==> config.mk <==
export PLATFORM = sky130hd
export DESIGN_NAME = segchk_top
export DESIGN_NICKNAME = d
export VERILOG_FILES = /design/src/rtl/segchk_pkg.sv /design/src/rtl/segchk_desc_table.sv /design/src/rtl/segchk_rule_check.sv /design/src/rtl/segchk_top.sv
export SDC_FILE = /design/constraint.sdc
export NUM_CORES = 1
export LEC_CHECK = 0
export ABC_CLOCK_PERIOD_IN_PS = 6200
export BUFFER_PORTS_ARGS = -buffer_cell sky130_fd_sc_hd__buf_2
export CELL_PAD_IN_SITES_DETAIL_PLACEMENT = 1
export CELL_PAD_IN_SITES_GLOBAL_PLACEMENT = 1
export CORE_UTILIZATION = 25
export DETAILED_ROUTE_END_ITERATION = 8
export HOLD_SLACK_MARGIN = 0.12
export PLACE_DENSITY = 0.54
export SKIP_LAST_GASP = 1
export SLEW_MARGIN = 20
export SYNTH_ARGS = -nofsm -noshare
export SYNTH_HDL_FRONTEND = slang
export SYNTH_SLANG_ARGS = --single-unit
==> constraint.sdc <==
create_clock -name clk -period 6.2 [get_ports clk]
set_input_delay 1.24 -clock clk [delete_from_list [all_inputs] [get_ports clk]]
set_output_delay 1.24 -clock clk [all_outputs]
set_load 0.01 [all_outputs]
==> src/rtl/segchk_pkg.sv <==
package segchk_pkg;

    localparam int ADDR_W     = 32;
    localparam int SEL_W      = 16;
    localparam int SEL_LOW_W  = 3;
    localparam int SEL_IDX_W  = SEL_W - SEL_LOW_W;
    localparam int NUM_SLOTS  = 3;

    typedef enum logic [1:0] {
        ACC_FETCH = 2'd0,
        ACC_READ  = 2'd1,
        ACC_WRITE = 2'd2,
        ACC_STACK = 2'd3
    } acc_kind_e;

    typedef enum logic [1:0] {
        FLT_NONE  = 2'd0,
        FLT_LIMIT = 2'd1,
        FLT_TYPE  = 2'd2,
        FLT_SEL   = 2'd3
    } fault_e;

    typedef enum logic [1:0] {
        SLOT_CODE  = 2'd0,
        SLOT_DATA  = 2'd1,
        SLOT_STACK = 2'd2,
        SLOT_NONE  = 2'd3
    } slot_e;

    typedef struct packed {
        logic wr;
        logic rd;
        logic ex;
        logic present;
    } attr_t;

    typedef struct packed {
        logic [ADDR_W-1:0] base;
        logic [ADDR_W-1:0] limit;
        attr_t             attr;
    } desc_t;

    typedef struct packed {
        logic              valid;
        fault_e            fault;
        logic [ADDR_W-1:0] linear;
    } result_t;

    function automatic slot_e kind_to_slot(acc_kind_e kind);
        case (kind)
            ACC_FETCH: return SLOT_CODE;
            ACC_STACK: return SLOT_STACK;
            default:   return SLOT_DATA;
        endcase
    endfunction

    function automatic logic rights_ok(attr_t a, acc_kind_e kind);
        case (kind)
            ACC_FETCH: return a.ex;
            ACC_READ:  return a.rd;
            ACC_WRITE: return a.wr;
            default:   return a.rd & a.wr;
        endcase
    endfunction

    function automatic logic span_ok(logic [ADDR_W-1:0] off,
                                     logic [1:0]        size_m1,
                                     logic [ADDR_W-1:0] limit);
        logic [ADDR_W:0] last;
        last = {1'b0, off} + (ADDR_W+1)'(size_m1);
        return last <= {1'b0, limit};
    endfunction

endpackage

==> src/rtl/segchk_desc_table.sv <==
module segchk_desc_table
    import segchk_pkg::*;
#(
    parameter  int NUM_DESC = 8,
    localparam int IDX_W    = (NUM_DESC > 1) ? $clog2(NUM_DESC) : 1
) (
    input  logic                 clk,
    input  logic                 rst,
    input  logic                 desc_we,
    input  logic [IDX_W-1:0]     desc_idx,
    input  desc_t                desc_wdata,
    input  logic                 sel_we,
    input  logic [1:0]           sel_slot,
    input  logic [SEL_W-1:0]     sel_wdata,
    input  acc_kind_e            look_kind,
    output desc_t                look_desc,
    output logic                 look_sel_bad
);

    localparam logic [SEL_IDX_W-1:0] NUM_DESC_L = SEL_IDX_W'(NUM_DESC);

    desc_t            desc_q [NUM_DESC];
    logic [SEL_W-1:0] sel_q  [NUM_SLOTS];

    for (genvar gi = 0; gi < NUM_DESC; gi++) begin : g_entry
        always_ff @(posedge clk) begin
            if (rst) begin
                desc_q[gi] <= '0;
            end else if (desc_we && desc_idx == IDX_W'(gi)) begin
                desc_q[gi] <= desc_wdata;
            end
        end
    end

    for (genvar gs = 0; gs < NUM_SLOTS; gs++) begin : g_slot
        always_ff @(posedge clk) begin
            if (rst) begin
                sel_q[gs] <= '0;
            end else if (sel_we && sel_slot == 2'(gs)) begin
                sel_q[gs] <= sel_wdata;
            end
        end
    end

    slot_e                slot;
    logic [SEL_W-1:0]     sel_cur;
    logic [SEL_IDX_W-1:0] sel_idx;
    logic                 idx_in_range;

    always_comb begin
        slot = kind_to_slot(look_kind);
        case (slot)
            SLOT_CODE:  sel_cur = sel_q[0];
            SLOT_STACK: sel_cur = sel_q[2];
            default:    sel_cur = sel_q[1];
        endcase
        sel_idx      = sel_cur[SEL_W-1:SEL_LOW_W];
        idx_in_range = (sel_idx != '0) && (sel_idx < NUM_DESC_L);
        look_desc    = desc_q[sel_idx[IDX_W-1:0]];
        look_sel_bad = !idx_in_range || !look_desc.attr.present;
    end

    // a write aimed at slot 3 leaves every selector slot untouched
    a_r3_slot3_ignored: assert property (@(posedge clk) disable iff (rst)
        (sel_we && sel_slot == 2'd3) |=>
            ($stable(sel_q[0]) && $stable(sel_q[1]) && $stable(sel_q[2])));

    // a null selector in the chosen slot is always reported as bad
    a_r4_null_selector: assert property (@(posedge clk) disable iff (rst)
        (sel_idx == '0) |-> look_sel_bad);

endmodule

==> src/rtl/segchk_rule_check.sv <==
module segchk_rule_check
    import segchk_pkg::*;
(
    input  desc_t             desc,
    input  logic              sel_bad,
    input  acc_kind_e         kind,
    input  logic [ADDR_W-1:0] offset,
    input  logic [1:0]        size_m1,
    output fault_e            fault,
    output logic [ADDR_W-1:0] linear
);

    logic type_pass;
    logic span_pass;

    always_comb begin
        type_pass = rights_ok(desc.attr, kind);
        span_pass = span_ok(offset, size_m1, desc.limit);
        fault     = FLT_NONE;
        linear    = '0;
        if (sel_bad) begin
            fault = FLT_SEL;
        end else if (!type_pass) begin
            fault = FLT_TYPE;
        end else if (!span_pass) begin
            fault = FLT_LIMIT;
        end else begin
            linear = desc.base + offset;
        end
    end

endmodule

==> src/rtl/segchk_top.sv <==
module segchk_top
    import segchk_pkg::*;
#(
    parameter  int NUM_DESC = 8,
    localparam int IDX_W    = (NUM_DESC > 1) ? $clog2(NUM_DESC) : 1
) (
    input  logic               clk,
    input  logic               rst,
    input  logic               cfg_desc_we,
    input  logic [IDX_W-1:0]   cfg_desc_idx,
    input  logic [31:0]        cfg_desc_base,
    input  logic [31:0]        cfg_desc_limit,
    input  logic [3:0]         cfg_desc_attr,
    input  logic               cfg_sel_we,
    input  logic [1:0]         cfg_sel_slot,
    input  logic [15:0]        cfg_sel_value,
    input  logic               req_valid,
    input  logic [1:0]         req_kind,
    input  logic [31:0]        req_offset,
    input  logic [1:0]         req_size,
    output logic               rsp_valid,
    output logic [31:0]        rsp_linear,
    output logic [1:0]         rsp_fault
);

    desc_t     wr_desc;
    desc_t     cur_desc;
    logic      cur_sel_bad;
    acc_kind_e kind;
    fault_e    chk_fault;
    logic [ADDR_W-1:0] chk_linear;
    result_t   res_q;

    assign kind    = acc_kind_e'(req_kind);
    assign wr_desc = '{base: cfg_desc_base, limit: cfg_desc_limit,
                       attr: attr_t'(cfg_desc_attr)};

    segchk_desc_table #(.NUM_DESC(NUM_DESC)) u_table (
        .clk          (clk),
        .rst          (rst),
        .desc_we      (cfg_desc_we),
        .desc_idx     (cfg_desc_idx),
        .desc_wdata   (wr_desc),
        .sel_we       (cfg_sel_we),
        .sel_slot     (cfg_sel_slot),
        .sel_wdata    (cfg_sel_value),
        .look_kind    (kind),
        .look_desc    (cur_desc),
        .look_sel_bad (cur_sel_bad)
    );

    segchk_rule_check u_check (
        .desc    (cur_desc),
        .sel_bad (cur_sel_bad),
        .kind    (kind),
        .offset  (req_offset),
        .size_m1 (req_size),
        .fault   (chk_fault),
        .linear  (chk_linear)
    );

    always_ff @(posedge clk) begin
        if (rst) begin
            res_q <= '0;
        end else begin
            res_q.valid <= req_valid;
            if (req_valid) begin
                res_q.fault  <= chk_fault;
                res_q.linear <= chk_linear;
            end
        end
    end

    assign rsp_valid  = res_q.valid;
    assign rsp_fault  = res_q.fault;
    assign rsp_linear = res_q.linear;

    // one response exactly one cycle after each request
    a_r2_rsp_follows_req: assert property (@(posedge clk) disable iff (rst)
        req_valid |=> rsp_valid);
    a_r2_no_spurious_rsp: assert property (@(posedge clk) disable iff (rst)
        !req_valid |=> !rsp_valid);

    // a faulted response never exposes an address
    a_r8_zero_on_fault: assert property (@(posedge clk) disable iff (rst)
        (rsp_valid && rsp_fault != 2'd0) |-> (rsp_linear == '0));

    // an invalid selector outranks every other cause
    a_r7_sel_first: assert property (@(posedge clk) disable iff (rst)
        (req_valid && cur_sel_bad) |=> (rsp_fault == 2'd3));

    // a fetch through a descriptor without execute right is refused
    a_r5_fetch_needs_exec: assert property (@(posedge clk) disable iff (rst)
        (req_valid && !cur_sel_bad && kind == ACC_FETCH && !cur_desc.attr.ex)
            |=> (rsp_fault == 2'd2));

endmodule

# Yosys cells after proc, flatten, opt, wreduce, memory -nomap -nowiden
# Memories as Yosys holds them, arrays and structs flattened.
# Cells that the tools add are included.
# op_classes
bitwise,12
magnitude_cmp,2
n_addsub,2
mux,55
n_reduce_logical,20
eq_ne,13
# ops
cell,count
68-bit 2-to-1 mux,8
32-bit 2-to-1 mux,3
16-bit 2-to-1 mux,3
1-bit 2-to-1 mux,36
32-bit by 2-bit adder with 33-bit output,1
33-bit by 32-bit <= comparator with 1-bit output,1
32-bit adder,1
16-bit one-hot mux with 2 select lines,1
"13-bit by 4-bit less-than comparator with 1-bit output, second input constant",1
13-bit nonzero test,1
"3-bit == test, second input constant",4
1-bit logical AND,12
1-bit bitwise OR,11
"2-bit == test, second input constant",4
"3-bit by 2-bit == test with 1-bit output, second input constant",2
2-bit zero test,3
"2-bit by 1-bit == test with 1-bit output, second input constant",2
2-bit 2-to-1 mux,2
2-bit one-hot mux with 2 select lines,1
"3-bit by 1-bit == test with 1-bit output, second input constant",1
3-bit zero test,1
1-bit one-hot mux with 3 select lines,1
1-bit zero test,2
1-bit bitwise AND,1
1-bit logical OR,1
# totals
ram_bits,592
register_bits,35
n_memories,2
in_bits,130
# memory_table
memory,words,width,read_ports,rd_ports_with_merged_regs,write_ports,line_no,source
u_table.desc_q,8,68,1,0,8,segchk_desc_table.sv:22,desc_t desc_q [NUM_DESC];
u_table.sel_q,3,16,3,0,3,segchk_desc_table.sv:23,logic [SEL_W-1:0] sel_q [NUM_SLOTS];

# Logic depth before layout (Yosys ltp)
# depth
ltp_word,9
ltp_mapped,25
mapped_depth_nobuf,20

# Hierarchy
# Synthesis repeated with hierarchy kept, for this count alone.
# unflattened
cells_unflattened,2458
area_unflattened_um2,31162.4
# by_module_without_submodules
module,area_each_um2,n_inst,cells_each
segchk_desc_table,26459.1,1,1834
segchk_rule_check,3439.5,1,512
segchk_top,1263.7,1,112

# Least setup slack after synthesis
# OpenSTA, ideal clock, no wires.
# synth_timing
path_kind,input-to-reg
from,input port req_kind[0]
to,register res_q (netlist bit rsp_linear[28])
t_arrival_ns,5.673
required_ns,6.083
path_stages,25
setup_ns,0.117
setup_slack_ns,0.410
path_cell_list,inv_1 > ha_1 > buf_2 > nor2b_1 > nor2_1 > clkbuf_1 > clkbuf_1 > clkbuf_1 > clkbuf_1 > nand2_1 > nand3_1 > nand3_1 > o21ai_0 > ha_1 > inv_1 > fa_1 > nor2b_1 > o2111ai_1 > nand3_1 > nand3_1 > a31oi_1 > o211ai_1 > o21ai_0 > mux2i_1 > a32o_1
# synth_between
elab_chain_cells,9
word_cells_on_any_way,22
cone_classes,1 x add/sub; 2 x order compare; 4 x eq/ne; 6 x mux; 1 x bitwise; 7 x reduce/logical; 1 x memory
# synth_lines
item,line_no,source
start: declaration,segchk_top.sv:18,"input logic [1:0] req_kind,"
2-bit == test or 2-bit zero test (tied branches),"segchk_pkg.sv:50, segchk_pkg.sv:58",
2-bit one-hot mux with 2 select lines,segchk_pkg.sv:50,case (kind)
2-bit == test or 2-bit zero test (tied branches),segchk_desc_table.sv:52,case (slot)
16-bit one-hot mux with 2 select lines,segchk_desc_table.sv:52,
memory read 8 x 68 bit (tied with other cells),n/a,
32-bit adder (tied with other cells),segchk_rule_check.sv:28,linear = desc.base + offset;
32-bit 2-to-1 mux (tied with other cells),segchk_rule_check.sv:25,end else if (!span_pass) begin
32-bit 2-to-1 mux or 1-bit logical OR (tied branches),"segchk_rule_check.sv:23, segchk_desc_table.sv:60",
32-bit 2-to-1 mux (*),segchk_rule_check.sv:21,if (sel_bad) begin
end: declaration,segchk_top.sv:32,result_t res_q;
# Mark *: on every way between the ends. The rest lies on a longest branch, timed or not.
# A chain may end at the register's enable or synchronous reset.

# Worst setup path in the final report
# layout_timing
from,input port req_kind[1]
to,register res_q (netlist bit rsp_linear[28])
# The elaborated chain is that of the path after synthesis.

==> impl_metrics.yaml <==
status:
  outcome: "complete, no violations"
placement:
  dp_slack_ns: 0.08032
  gp_congestion: 0.8197
  io_buffer_count: 161
  dp_hpwl_um: 67460
  dp.cells: 4647
global_route:
  busiest_layer: "met2"
  grt_pass1_wl_um: 155300
  antenna_found_initial: 42
  grtUsageMet3_pct: 3.744
  grt_use_met1_pct: 23.47
  grt_max_degree: 69
  use_met2_pct: 27.70
  grt_pass1_vias: 22654
  globalRouteOverflowTotal: 0
  grt_util_all_layers_pct: 17.32
die:
  fp.dieArea_sq_mm: 0.1233
  die-height_um: 351.1
  die_w_um: 351.1
  placementRows: 127
  initial_core_util_pct: 25.30
  pin_count: 165
  fp.coreArea_sq_mm: 0.1204
clock_tree:
  cts_made_buffers: 75
  cts_sinks: 617
  htree_levels: 3
  cts_tree: "built"
  path_clk_slew_ns: 0.06
  cts-resized-gates: 0
  insertion_delay_ns: 0.63
  post_cts_buffers: 0
  ctsHoldBuffers: 0
  ctsRootBufferMaster: "clkbuf_16"
  cts_buffer_depth: 3
detailed_routing:
  vias: 22161
  drc: 0
  ant_nets: 0
  finalWirelength_um: 106800
  drt-pass1-iter-count: 4
  initialDrtViolationCount: 1376
  wl_per_cell_um: 22.31
  via_per_inst: 4.628
sta:
  max_freq_ghz: 0.1803
  fin_crit_sh_pct: 89.44
  setup-violations-final: 0
  rsz0062_at_grt: "no"
  clock_skew_ns: 0.02524
  drv_slew: 0
  hold_violations: 0
  layout_setup_ws_ns: 0.6550
  finalCriticalPeriod_ns: 5.545
  whs_ns: 0.4510
  slew_headroom_pct: 25.92
  tns_ns: 0
  tightestPinTransition_ns: 1.109
critical_path:
  critPathCaptureType: "flip-flop"
  reg2reg_to: "rsp_linear[28]"
  worst-path-buf-inv: 6
  cp.required_ns: 6.72
  cp_max_fo: 56
  reg2reg_slack_ns: 1.29
  worstSetupPathType: "input pin to flip-flop"
  critPathArrivalTime_ns: 6.06
  crit_path_frequent_cell: "nand3_1"
  reg2reg_depth: 20
  crit_slowest_cell: "fa_1"
  slowest_delay_ns: 0.44
  startpoint: "req_kind[1]"
  worstReg2RegStart: "u_table.sel_q[0][3]"
  start_kind: "input pin"
  cp-endpoint: "rsp_linear[28]"
  crit_family: "compound AO/OA/AOI/OAI gates"
  cp_cell_sequence: "buf_2 > inv_1 > ha_1 > a221oi_1 > or2_4 > buf_12 > buf_12 > nand2_1 > nand3_1 > nand3_1 > nand2_1 > inv_1 > fa_1 > nor2b_1 > o2111ai_1 > nand3_1 > nand3_1 > a31oi_1 > o211ai_1 > buf_4 > o21ai_0 > mux2i_1 > a32o_1"
  path_depth: 23
logic_synthesis:
  synth_compound_area_share_pct: 6.016
  yosysSeqAreaShare_pct: 59.66
  synth_top_family_by_area: "simple AND/OR/NAND/NOR gates"
  yosys.area_share.xor_xnor_pct: 1.495
  yosysWarnings: 0
  synthSimpleGateAreaFrac_pct: 26.52
  syn_nets: 3019
  syn_avg_cell_area_sq_um: 10.82
  async_flop_share_pct: 0
  yosys.area.top_type_share_pct: 57.36
  synth-edff-count: 582
  synth_area_leader_cell: "edfxtp_1"
  synthAdderAreaFrac_pct: 3.047
  synth_seq_cells: 617
  netlist_instances: 2816
  syn-cell-area_sq_mm: 0.03047
  synth.distinct_cells: 64
  synth_area_leaders: "edfxtp_1 (57%), and2_1 (12%), nand2_1 (7.5%), nand3_1 (4.1%), ha_1 (2.9%)"
  synthFlopType: "edfxtp_1"
  synthMuxAreaShare_pct: 0.7556
cells_and_area:
  final_common_cell: "nand2_1"
  final_nets: 3315
  area_delta_synth_final_pct: 22.22
  final-seq-area_sq_mm: 0.01818
  fill_cells: 13504
  final_cell_mix: "nand2_1 (611), and2_1 (583), edfxtp_1 (582)"
  fin_cells: 4788
  multi_input_area_sq_mm: 0.01171
  drive_above_1_share_pct: 17.13
power_and_ir_drop:
  p_clk_share_pct: 37.4
  swShare_pct: 28.25
  leakagePower_nw: 14.42
  ir_worst_vdd_v: 0.0001601
  p_comb_share_pct: 20.6
  p_per_area_mw_per_mm2: 313.4
  netSwitchingPower_mw: 3.297
  pwr-share-seq_pct: 42.0
  p_int_mw: 8.375
job:
  cap_violations: 0
hold_path:
  hp-class: "flip-flop to flip-flop"
==> worst register-to-register path: stages (launching register included) <==
cell and delay, ns:
edfxtp_1 0.41, a221oi_1 0.45, or2_4 0.34, buf_12 0.25, buf_12 0.37, nand2_1 0.13
nand3_1 0.09, nand3_1 0.08, nand2_1 0.22, inv_1 0.12, fa_1 0.44, nor2b_1 0.17
o2111ai_1 0.18, nand3_1 0.16, nand3_1 0.09, a31oi_1 0.32, o211ai_1 0.14, buf_4 0.17
o21ai_0 0.31, mux2i_1 0.13, a32o_1 0.26
==> flip-flops by register name, indices dropped and copies added, names as in the netlist <==
name,cells
u_table.sel_q,39
u_table.desc_q,543
rsp_fault,2
rsp_linear,32
rsp_valid,1
==> per-layer routing <==
metal  part of all wire, %  wire, um  up-vias
li1                      -         -    10443
met1                    46     49390    11063
met2                    45     48450      469
met3                   6.0      6403      162
met4                   2.3      2431       24
met5                  0.14       149        -
==> power by group through the flow <==
stage                     clock network (mW)  registers, mW  logic [mW]
after floorplan                            0           4.98        1.24
after global placement                     0           4.98        2.42
after detailed placement                   0           4.99        2.44
after CTS                               4.47           4.90        2.45
after global routing                    4.60           4.93        2.65
final                                   4.36           4.90        2.41
==> Yosys cell counts (13+ instances only) <==
library cell / count
inv_1: 17
nand2_1: 611
edfxtp_1: 582
clkbuf_1: 154
ha_1: 71
nand3_1: 249
a21o_1: 17
dfxtp_1: 35
nand2b_1: 13
nor2_1: 46
and3_1: 39
o21ai_2: 21
a311oi_1: 31
nand4_1: 13
nor2b_1: 13
a21oi_1: 40
o21ai_0: 52
xnor2_1: 34
and2_1: 583
nor3_1: 14
xor2_1: 18
a31oi_1: 37
==> cell families (layout without fill, tap and decap cells) <==
group	after synthesis	in the layout
AND/OR/NAND/NOR	1604	1604
flip-flops	617	617
AO/OA/AOI/OAI	265	265
buffers and inverters	188	541
adder cells (fa/ha/maj)	73	73
XOR/XNOR	52	52
multiplexers	17	17
other	0	7
==> layout make-up <==
cell class	count	share of cell area [%]
flip-flops and latches	617	48.81
multi-input cells	2011	31.45
repair buffers	390	7.720
clock buffers	98	5.527
well taps	1612	5.416
clock inverters	36	0.8634
inverters	17	0.1713
diodes	7	0.04704
==> metrics by stage <==
step                power [mW]  area [sq um]  utilization, %
global route             12.18         37230           30.91
floorplan                6.221         30470               -
finish                   11.67         37240           30.92
global placement         7.398         34840           28.93
CTS                      11.82         37220           30.90
detailed placement       7.424         34840           28.93
==> how the worst min path moves through the flow <==
stage	start	to	slack [ns]	cells past startpoint
final	rsp_linear[22]	rsp_linear[22]	0.45	2
after floorplan	rsp_linear[23]	rsp_linear[23]	0.48	2
after global routing	rsp_linear[22]	rsp_linear[22]	0.48	2
after detailed placement	rsp_linear[22]	rsp_linear[22]	0.44	2
after CTS	rsp_linear[22]	rsp_linear[22]	0.45	2
after global placement	rsp_linear[26]	rsp_linear[26]	0.44	2
Power figures use the tool's default switching activity.
